`src/rtl/fim_pkg.sv`:
```
// Shared types for the fault-injecting memory array.
// Assumes: the kind codes below are part of the external setup interface.
package fim_pkg;
    typedef enum logic [2:0] {
        FK_NONE  = 3'd0,
        FK_STUCK = 3'd1,
        FK_TRANS = 3'd2,
        FK_INV   = 3'd3,
        FK_IDEM  = 3'd4,
        FK_STATE = 3'd5,
        FK_ALIAS = 3'd6
    } fault_kind_t;
endpackage

```
`src/rtl/fim_cfg_reg.sv`:
```
// Holds the active fault setup.
// Assumes: a load is accepted only in a cycle with no access in flight.
module fim_cfg_reg
    import fim_pkg::*;
#(
    parameter int ADDR_W = 4
) (
    input  logic              clk,
    input  logic              rst_n,
    input  logic              load,
    input  logic              busy,
    input  logic [2:0]        kind_in,
    input  logic [ADDR_W-1:0] vic_in,
    input  logic [ADDR_W-1:0] agg_in,
    input  logic              pol_in,
    input  logic              val_in,
    output fault_kind_t       kind_q,
    output logic [ADDR_W-1:0] vic_q,
    output logic [ADDR_W-1:0] agg_q,
    output logic              pol_q,
    output logic              val_q
);
    logic take;
    assign take = load && !busy;

    // Decode the raw kind code; codes outside 0..6 fall back to none.
    fault_kind_t kind_dec;
    always_comb begin
        case (kind_in)
            3'd1:    kind_dec = FK_STUCK;
            3'd2:    kind_dec = FK_TRANS;
            3'd3:    kind_dec = FK_INV;
            3'd4:    kind_dec = FK_IDEM;
            3'd5:    kind_dec = FK_STATE;
            3'd6:    kind_dec = FK_ALIAS;
            default: kind_dec = FK_NONE;
        endcase
    end

    // Capture the setup when the array is idle.
    always_ff @(posedge clk) begin
        if (!rst_n) begin
            kind_q <= FK_NONE;
            vic_q  <= '0;
            agg_q  <= '0;
            pol_q  <= 1'b0;
            val_q  <= 1'b0;
        end else if (take) begin
            kind_q <= kind_dec;
            vic_q  <= vic_in;
            agg_q  <= agg_in;
            pol_q  <= pol_in;
            val_q  <= val_in;
        end
    end
endmodule

```
`src/rtl/fim_write_engine.sv`:
```
// Combinational next-state of the cell array for one write.
// Assumes: called with the current cells; coupling uses the aggressor's
// old stored value and the new write bit of the same cycle.
module fim_write_engine
    import fim_pkg::*;
#(
    parameter int ADDR_W = 4,
    localparam int DEPTH = 1 << ADDR_W
) (
    input  logic [DEPTH-1:0]  cells,
    input  logic              wr_en,
    input  logic [ADDR_W-1:0] addr,
    input  logic              wdata,
    input  fault_kind_t       kind,
    input  logic [ADDR_W-1:0] vic,
    input  logic [ADDR_W-1:0] agg,
    input  logic              pol,
    input  logic              val,
    output logic [DEPTH-1:0]  cells_nxt
);
    logic old_bit;
    logic agg_old;
    logic blocked;
    logic edge_ok;
    logic coupled;

    // Classify the write: blocked transition and aggressor trigger.
    always_comb begin
        old_bit = cells[addr];
        agg_old = cells[agg];
        blocked = 1'b0;
        if (kind == FK_TRANS && addr == vic)
            blocked = pol ? (!old_bit && wdata) : (old_bit && !wdata);
        edge_ok = pol ? (!agg_old && wdata) : (agg_old && !wdata);
        coupled = (kind == FK_INV || kind == FK_IDEM) && (vic != agg)
                  && (addr == agg) && edge_ok;
    end

    // Build the updated array.
    always_comb begin
        cells_nxt = cells;
        if (wr_en) begin
            if (!blocked)
                cells_nxt[addr] = wdata;
            if (kind == FK_ALIAS && addr == agg)
                cells_nxt[vic] = wdata;
            if (coupled)
                cells_nxt[vic] = (kind == FK_INV) ? ~cells[vic] : val;
        end
    end
endmodule

```
`src/rtl/fim_read_port.sv`:
```
// Registered read path with read-time fault overrides.
// Assumes: rd_data changes only in the cycle after a read.
module fim_read_port
    import fim_pkg::*;
#(
    parameter int ADDR_W = 4,
    localparam int DEPTH = 1 << ADDR_W
) (
    input  logic              clk,
    input  logic              rst_n,
    input  logic              rd_en,
    input  logic [ADDR_W-1:0] addr,
    input  logic [DEPTH-1:0]  cells,
    input  fault_kind_t       kind,
    input  logic [ADDR_W-1:0] vic,
    input  logic [ADDR_W-1:0] agg,
    input  logic              pol,
    input  logic              val,
    output logic              rd_data
);
    logic eff;

    // Pick the value the faulty array would present.
    always_comb begin
        eff = cells[addr];
        case (kind)
            FK_STUCK: if (addr == vic) eff = val;
            FK_STATE: if (addr == vic && vic != agg && cells[agg] == pol) eff = val;
            FK_ALIAS: if (addr == agg)
                          eff = pol ? (cells[agg] | cells[vic])
                                    : (cells[agg] & cells[vic]);
            default:  eff = cells[addr];
        endcase
    end

    // Register the read result; hold otherwise.
    always_ff @(posedge clk) begin
        if (!rst_n)
            rd_data <= 1'b0;
        else if (rd_en)
            rd_data <= eff;
    end
endmodule

```
`src/rtl/fault_mem_array.sv`:
```
// Bit-wide single-port RAM with one injectable defect.
// Assumes: one access per cycle; setup loaded only while idle.
module fault_mem_array
    import fim_pkg::*;
#(
    parameter int ADDR_W = 4,
    localparam int DEPTH = 1 << ADDR_W
) (
    input  logic              clk,
    input  logic              rst_n,
    input  logic              req_valid,
    input  logic              req_we,
    input  logic [ADDR_W-1:0] req_addr,
    input  logic              req_wdata,
    output logic              rd_data,
    input  logic              cfg_load,
    input  logic [2:0]        cfg_kind,
    input  logic [ADDR_W-1:0] cfg_victim,
    input  logic [ADDR_W-1:0] cfg_aggr,
    input  logic              cfg_pol,
    input  logic              cfg_val
);
    fault_kind_t       cfg_kind_q;
    logic [ADDR_W-1:0] cfg_vic_q;
    logic [ADDR_W-1:0] cfg_agg_q;
    logic              cfg_pol_q;
    logic              cfg_val_q;
    logic [DEPTH-1:0]  cells;
    logic [DEPTH-1:0]  cells_nxt;

    fim_cfg_reg #(.ADDR_W(ADDR_W)) cfg_i (
        .clk(clk), .rst_n(rst_n), .load(cfg_load), .busy(req_valid),
        .kind_in(cfg_kind), .vic_in(cfg_victim), .agg_in(cfg_aggr),
        .pol_in(cfg_pol), .val_in(cfg_val),
        .kind_q(cfg_kind_q), .vic_q(cfg_vic_q), .agg_q(cfg_agg_q),
        .pol_q(cfg_pol_q), .val_q(cfg_val_q)
    );

    fim_write_engine #(.ADDR_W(ADDR_W)) wr_i (
        .cells(cells), .wr_en(req_valid && req_we), .addr(req_addr),
        .wdata(req_wdata), .kind(cfg_kind_q), .vic(cfg_vic_q),
        .agg(cfg_agg_q), .pol(cfg_pol_q), .val(cfg_val_q),
        .cells_nxt(cells_nxt)
    );

    fim_read_port #(.ADDR_W(ADDR_W)) rd_i (
        .clk(clk), .rst_n(rst_n), .rd_en(req_valid && !req_we),
        .addr(req_addr), .cells(cells), .kind(cfg_kind_q),
        .vic(cfg_vic_q), .agg(cfg_agg_q), .pol(cfg_pol_q),
        .val(cfg_val_q), .rd_data(rd_data)
    );

    // Cell storage, cleared by reset.
    always_ff @(posedge clk) begin
        if (!rst_n)
            cells <= '0;
        else
            cells <= cells_nxt;
    end
endmodule

```
`config.mk`:
```
export PLATFORM = sky130hd
export DESIGN_NAME = fault_mem_array
export DESIGN_NICKNAME = d
export VERILOG_FILES = /design/src/rtl/fim_pkg.sv /design/src/rtl/fim_cfg_reg.sv /design/src/rtl/fim_write_engine.sv /design/src/rtl/fim_read_port.sv /design/src/rtl/fault_mem_array.sv
export SDC_FILE = /design/constraint.sdc
export NUM_CORES = 1
export LEC_CHECK = 0
export ABC_CLOCK_PERIOD_IN_PS = 6300
export BUFFER_PORTS_ARGS = -buffer_cell sky130_fd_sc_hd__buf_4
export CAP_MARGIN = 5
export CORE_MARGIN = 3
export CORE_UTILIZATION = 37
export DETAILED_ROUTE_END_ITERATION = 6
export GPL_ROUTABILITY_DRIVEN = 1
export GPL_TIMING_DRIVEN = 0
export PLACE_DENSITY = 0.6
export RECOVER_POWER = 25
export SLEW_MARGIN = 20
export SYNTH_ARGS = -nofsm -noshare
export SYNTH_HDL_FRONTEND = slang
export SYNTH_SLANG_ARGS = --single-unit
```
`constraint.sdc`:
```
create_clock -name clk -period 6.3 [get_ports clk]
set_input_delay 0.315 -clock clk [delete_from_list [all_inputs] [get_ports clk]]
set_output_delay 0.315 -clock clk [all_outputs]
set_load 0.03 [all_outputs]
```
==> results of run 1 <==
[cell families (layout without fill, tap and decap cells)]
group,after synthesis,count (layout)
flip-flops,30,30
AND/OR/NAND/NOR,114,114
adder cells (fa/ha/maj),1,1
XOR/XNOR,13,13
AO/OA/AOI/OAI,96,96
buffers and inverters,33,59
multiplexers,33,33
[worst register-to-register path: stages (launching register included)]
cell      delay [ns]
dfxtp_1         0.30
clkbuf_1        0.30
xor2_1          0.13
nor4_2          0.58
nand2_1         0.22
o31ai_4         0.51
o22ai_1         0.16
mux2i_1         0.14
o21ai_0         0.24
[metrics by stage]
step           cell area (µm²)  utilization, %
2_1_floorplan             2700               -
3_3_place_gp              2970            42.8
3_5_place_dp              2970            42.8
4_1_cts                   3050            43.9
5_1_grt                   3040            43.8
6_report                  3040            43.8
[where the power goes]
group | switching [mW] | internal [mW]
Clock | 0.0722 | 0.0841
Combinational | 0.0584 | 0.0394
Sequential | 0.00713 | 0.196
Total | 0.138 | 0.319
[final timing paths]
kind,start,cells past startpoint,endpoint
worst max-delay path,cfg_i.vic_q[1],8,cells[3]
worst min-delay path,cfg_aggr[1],3,cfg_i.agg_q[1]
worst max register to register,cfg_i.vic_q[1],8,cells[3]
worst min register to register,cfg_i.val_q,2,cfg_i.val_q
[layer usage]
metal	GRT usage, %	vias to the layer above	part of all wire, %
li1	-	1263	-
met1	29.1	1223	46
met2	27.6	152	43
met3	3.56	26	7.9
met4	8.67	0	3.1
met5	0	-	0
[layout by cell type (no fill, tap or decap), types with 5 or more instances in the layout]
cell / instances
nand2_1: 51
dfxtp_1: 30
buf_4: 19
clkbuf_1: 18
o21ai_0: 16
o22ai_1: 15
mux2i_1: 15
a21boi_0: 14
mux4_2: 12
a32oi_1: 12
nand3_1: 11
nor2b_1: 11
nor2_1: 10
buf_2: 9
xor2_1: 9
a21oi_1: 8
o31ai_1: 7
nor3_1: 6
o211ai_1: 6
clkbuf_8: 6
nand2b_1: 5
[sequential cells by signal, summed over array words and instances (netlist names)]
name          cells
cells            16
cfg_i.agg_q       4
cfg_i.kind_q      3
cfg_i.pol_q       1
cfg_i.val_q       1
cfg_i.vic_q       4
rd_i.rd_data      1
[area by class of cell]
class | instances | area (µm²)
Inverter | 4 | 15.0
Fill cell | 697 | 3900
Multi-Input combinational cell | 257 | 1930
Buffer | 29 | 150
Tap cell | 96 | 120
Timing Repair Buffer | 20 | 139
Sequential cell | 30 | 601
Clock buffer | 6 | 82.6
==> metrics.yaml, run 1 <==
power:
  power_density_nw_per_um2: 150
  p_leak_nw: 0.989
  finalPower_mw: 0.457
  ir_worst_vdd_uv: 58.8
synthesis:
  synthesis.nets: 343
  synth_xor_area_share_pct: 4.22
  synth-compound-area-share_pct: 26.5
  yosysMostFrequentCell: "nand2_1"
  synth_top_area_cell: "dfxtp_1"
  synth-adder-area-share_pct: 0.371
  async_reset_ff_share_pct: 0
  synth_seq_cells: 30
  netlist_area_um2: 2700
  ys_types: 52
  synth_enable_flop_cells: 0
  yosys_warnings: 0
  synthTopCellsByCount: "nand2_1 (51), dfxtp_1 (30), o21ai_0 (16)"
  synth_top_family_by_area: "compound AO/OA/AOI/OAI gates"
  synth_cells: 320
  synthTopCellsByArea: "dfxtp_1 (22%), mux4_2 (10%), nand2_1 (7.1%)"
  syn_avg_cell_area_um2: 8.43
  synthMuxAreaShare_pct: 19.4
  synth_top_area_share_pct: 22.3
  synth_flop_cell: "dfxtp_1"
  synth-simple-area-share_pct: 21.1
  ys_seq_area_share_pct: 22.3
detailed_routing:
  vias: 2664
  viasPerCell: 6.03
  drt-initial-drc-count: 194
  drcViolationCount: 0
  wl_per_cell_um: 18.5
  detail-route-antenna-nets: 0
  drtPass1Iterations: 5
  routed_wl_mm: 8.18
critical_path:
  start_kind: "flop"
  cp.arrival_ns: 2.86
  required_ns: 6.49
  endpoint_kind: "flop"
  cp_top_family: "compound AO/OA/AOI/OAI gates"
  crit_path_top_delay_cell: "nor4_2"
  path_buf_inv: 1
  critPathMaxStageDelay_ns: 0.58
  crit_chain: "clkbuf_1 > xor2_1 > nor4_2 > nand2_1 > o31ai_4 > o22ai_1 > mux2i_1 > o21ai_0"
  crit_fanout: 8
  critPathKind: "flop to flop"
  r2r_slack_ns: 3.63
clocking:
  numCtsBuffers: 5
  cts_setup_buffers: 0
  clock_latency_ns: 0.29
  cts_root_buf: "clkbuf_8"
  clk_pin_slew_worst_paths_ns: 0.06
  htreeDepth: 2
  cts.sinks: 30
  cts_hold_buf: 0
  clockBufferDepth: 2
  cts_resized: 0
  cts_tree: "yes"
timing:
  setup_viol: 0
  rsz0062_at_grt: "false"
  post-route-period-util_pct: 42.4
  finalHoldViolCount: 0
  setup_slack_ns: 3.63
  drv_slew: 0
  finClkSkew_ns: 0.00698
  whs_ns: 0.286
  maxSlewHeadroom_pct: 55.9
  tns_ns: 0
  fmax_mhz: 374
  min_period_ns: 2.67
  worstMarginPinSlew_ns: 0.656
placed_design:
  dp.cells: 436
  pre_cts_slack_ns: 3.51
  gp_congestion: 0.923
  post-dp-hpwl_mm: 6.03
  portBuffers: 20
global_routing:
  grt_overflow: 0
  antenna_found_initial: 0
  grt_pass1_vias: 2485
  grt_max_degree: 11
  grt_use_total_pct: 19.7
  grt_pass1_wl_mm: 13.1
floorplan:
  io_pins: 24
  die_height_um: 91.4
  rows: 30
  initial_core_util_pct: 38.9
  core_area_um2: 6940
  die_w_um: 91.4
  dieArea_um2: 8350
run_status:
  run_status: "completed"
finish:
  drive_gt1_share_pct: 18.5
  nets: 370
  area_delta_synth_final_pct: 12.7
  stdcell_count: 442
  antenna_cells: 0
flow_run:
  maxCapViolations: 0
worst_hold_path:
  hold_class: "input pin to flop"
(Power assumes the default switching activity.)
==> run 2, diff against run 1 <==
--- a/config.mk
+++ b/config.mk
@@ -5,7 +5,8 @@
 export SDC_FILE = /design/constraint.sdc
 export NUM_CORES = 1
 export LEC_CHECK = 0
-export ABC_CLOCK_PERIOD_IN_PS = 6300
+export ABC_AREA = 1
+export ABC_CLOCK_PERIOD_IN_PS = 2600
 export BUFFER_PORTS_ARGS = -buffer_cell sky130_fd_sc_hd__buf_4
 export CAP_MARGIN = 5
 export CORE_MARGIN = 3
==> constraint.sdc (replaced) <==
create_clock -name clk -period 2.6 [get_ports clk]
set_input_delay 0.13 -clock clk [delete_from_list [all_inputs] [get_ports clk]]
set_output_delay 0.13 -clock clk [all_outputs]
set_load 0.03 [all_outputs]
==> run 2 against run 1 <==
  * Synthesized cell count up 64%
  * Critical path depth up 3
  * Critical path type unchanged
  * Die area up 14%
  * Sequential power rose to 2.6 times the previous value
  * Highest routed layer unchanged
  * Sequential cell count unchanged
  * Final area up 16%
==> metrics.yaml, run 2 <==
run_status:
  run_status: "completed"
synthesis:
  ys_types: 35
  synth_top_area_cell: "nand2_1"
  synth_seq_cells: 30
  async_reset_ff_share_pct: 0
  synth_enable_flop_cells: 0
  synth_flop_cell: "dfxtp_1"
  ys_seq_area_share_pct: 19.4
  synthesis.nets: 549
  synthTopCellsByCount: "nand2_1 (163), nand3_1 (58), inv_1 (54), nor2_1 (41), a21oi_1 (38)"
  synth_top_area_share_pct: 19.7
  syn_avg_cell_area_um2: 5.89
  yosysMostFrequentCell: "nand2_1"
  netlist_area_um2: 3100
  yosys_warnings: 0
  synthTopCellsByArea: "nand2_1 (20%), dfxtp_1 (19%), nand3_1 (9.4%)"
  synth_cells: 526
clocking:
  cts_tree: "yes"
  clk_pin_slew_worst_paths_ns: 0.07
  cts.sinks: 30
  cts_hold_buf: 0
  clockBufferDepth: 2
  clock_latency_ns: 0.30
  cts_setup_buffers: 0
  cts_resized: 0
  cts_root_buf: "clkbuf_8"
  numCtsBuffers: 5
  htreeDepth: 2
finish:
  final_cell_mix: "nand2_1 (163), nand3_1 (58), inv_1 (54), nor2_1 (41), a21oi_1 (38)"
  top_register: "cells"
  drive_gt1_share_pct: 18.0
  stdcell_count: 657
  top_regs: "cells x16, cfg_i.agg_q x4, cfg_i.vic_q x4"
  antenna_cells: 0
  final_util_pct: 44.5
  register_area_um2: 601
  area_delta_synth_final_pct: 13.8
  final_common_cell: "nand2_1"
  largest_register_ff_count: 16
  multi_input_comb_area_um2: 2050
  nets: 577
  num-fill-cells: 875
global_routing:
  grt_max_degree: 11
  grt_use_total_pct: 21.6
  antenna_found_initial: 0
  grt_overflow: 0
  grt_pass1_vias: 3169
  grt_pass1_wl_mm: 16.6
critical_path:
  critPathKind: "flop to flop"
  cp.arrival_ns: 2.38
  start_kind: "flop"
  crit_fanout: 10
  endpoint_kind: "flop"
  startpoint: "cfg_i.agg_q[1]"
  r2r-start: "cfg_i.agg_q[1]"
  required_ns: 2.82
detailed_routing:
  drtPass1Iterations: 7
  drt-initial-drc-count: 267
  viasPerCell: 5.20
  wl_per_cell_um: 15.6
  detail-route-antenna-nets: 0
  drcViolationCount: 0
  routed_wl_mm: 10.2
  vias: 3416
timing:
  finalHoldViolCount: 0
  post-route-period-util_pct: 83.0
  min_period_ns: 2.16
  tns_ns: 0
  fmax_mhz: 464
  setup_viol: 0
  worstMarginPinSlew_ns: 0.557
  rsz0062_at_grt: "false"
  drv_slew: 0
  finClkSkew_ns: 0.0187
  setup_slack_ns: 0.443
  maxSlewHeadroom_pct: 62.9
placed_design:
  dp.cells: 649
  gp_congestion: 0.966
  portBuffers: 21
  post-dp-hpwl_mm: 7.86
  pre_cts_slack_ns: 0.496
power:
  p_switching_mw: 0.539
  pwr-share-clk_pct: 38.7
  p_sw_share_pct: 33.9
  ir_worst_vdd_uv: 195
  pwr-share-seq_pct: 32.9
  power.internal_mw: 1.05
  combinationalPowerShare_pct: 28.5
  power_density_nw_per_um2: 451
  p_leak_nw: 1.79
floorplan:
  io_pins: 24
  die_height_um: 97.5
  dieArea_um2: 9510
  core_area_um2: 7930
  initial_core_util_pct: 39.1
  rows: 32
  die_w_um: 97.5
worst_hold_path:
  worstHoldStart: "cfg_aggr[1]"
  hold_class: "input pin to flop"
flow_run:
  maxCapViolations: 0
==> run 2: cell types whose count changed after synthesis, moves of 11 or more <==
cell,change
nand2_1,+112
mux4_2,-12
nand3_1,+47
o22ai_1,-15
inv_1,+50
mux2i_1,-15
a21boi_0,-14
o21ai_0,+14
a21oi_1,+30
nor2b_1,-11
nor2_1,+31
a32oi_1,-12
==> run 2: metal layers <==
layer	part of all wire, %	GRT usage (%)	vias up
met1	50	31.4	1516
met2	43	33.3	112
met3	4.9	2.80	29
met5	0	0	-
li1	-	-	1759
met4	1.9	5.75	0
==> run 2: critical path, stage by stage (launching register included) <==
cell and delay, ns:
dfxtp_1 0.30, buf_2 0.18, inv_2 0.16, nand2_1 0.11
a21oi_4 0.18, nand2_2 0.10, nor3_4 0.45, buf_8 0.22
nand4_1 0.13, clkinv_1 0.06, a21oi_1 0.07, a21oi_2 0.13
==> run 2: path summary, 6_finish.rpt <==
check | end | slack, ns | cells after the start
max | cells[10] | 0.44 | 11
min | cfg_i.agg_q[1] | 0.12 | 3
max reg2reg | cells[10] | 0.44 | 11
min reg2reg | rd_i.rd_data | 0.50 | 2
==> run 2: power groups by stage <==
stage	combinational (mW)	sequential [mW]	clock, mW
6_report	0.453	0.522	0.614
5_1_grt	0.498	0.526	0.655
4_1_cts	0.447	0.521	0.631
3_5_place_dp	0.446	0.532	0
3_3_place_gp	0.445	0.532	0
2_1_floorplan	0.321	0.521	0
==> run 2: cell families after synthesis <==
logic type	synth area share, %
compound gates	17.2
buf+inv	14.5
xor+xnor	1.94
flops	19.4
simple gates	47.0
==> run 2: per-stage QoR <==
step           hold slack (ns)  cell area (µm²)  power [mW]
2_1_floorplan            0.268             3100       0.843
3_3_place_gp             0.414             3380       0.977
3_5_place_dp             0.416             3380       0.978
4_1_cts                  0.113             3530        1.60
5_1_grt                  0.118             3530        1.68
6_report                 0.124             3530        1.59
==> run 2: cell type report <==
cell class	count	share of cell area, %
Clock inverter	2	1.70
Sequential cell	30	17.0
Multi-Input combinational cell	403	58.1
Clock buffer	6	2.34
Tap cell	102	3.62
Timing Repair Buffer	21	4.47
Buffer	22	5.18
Inverter	71	7.56
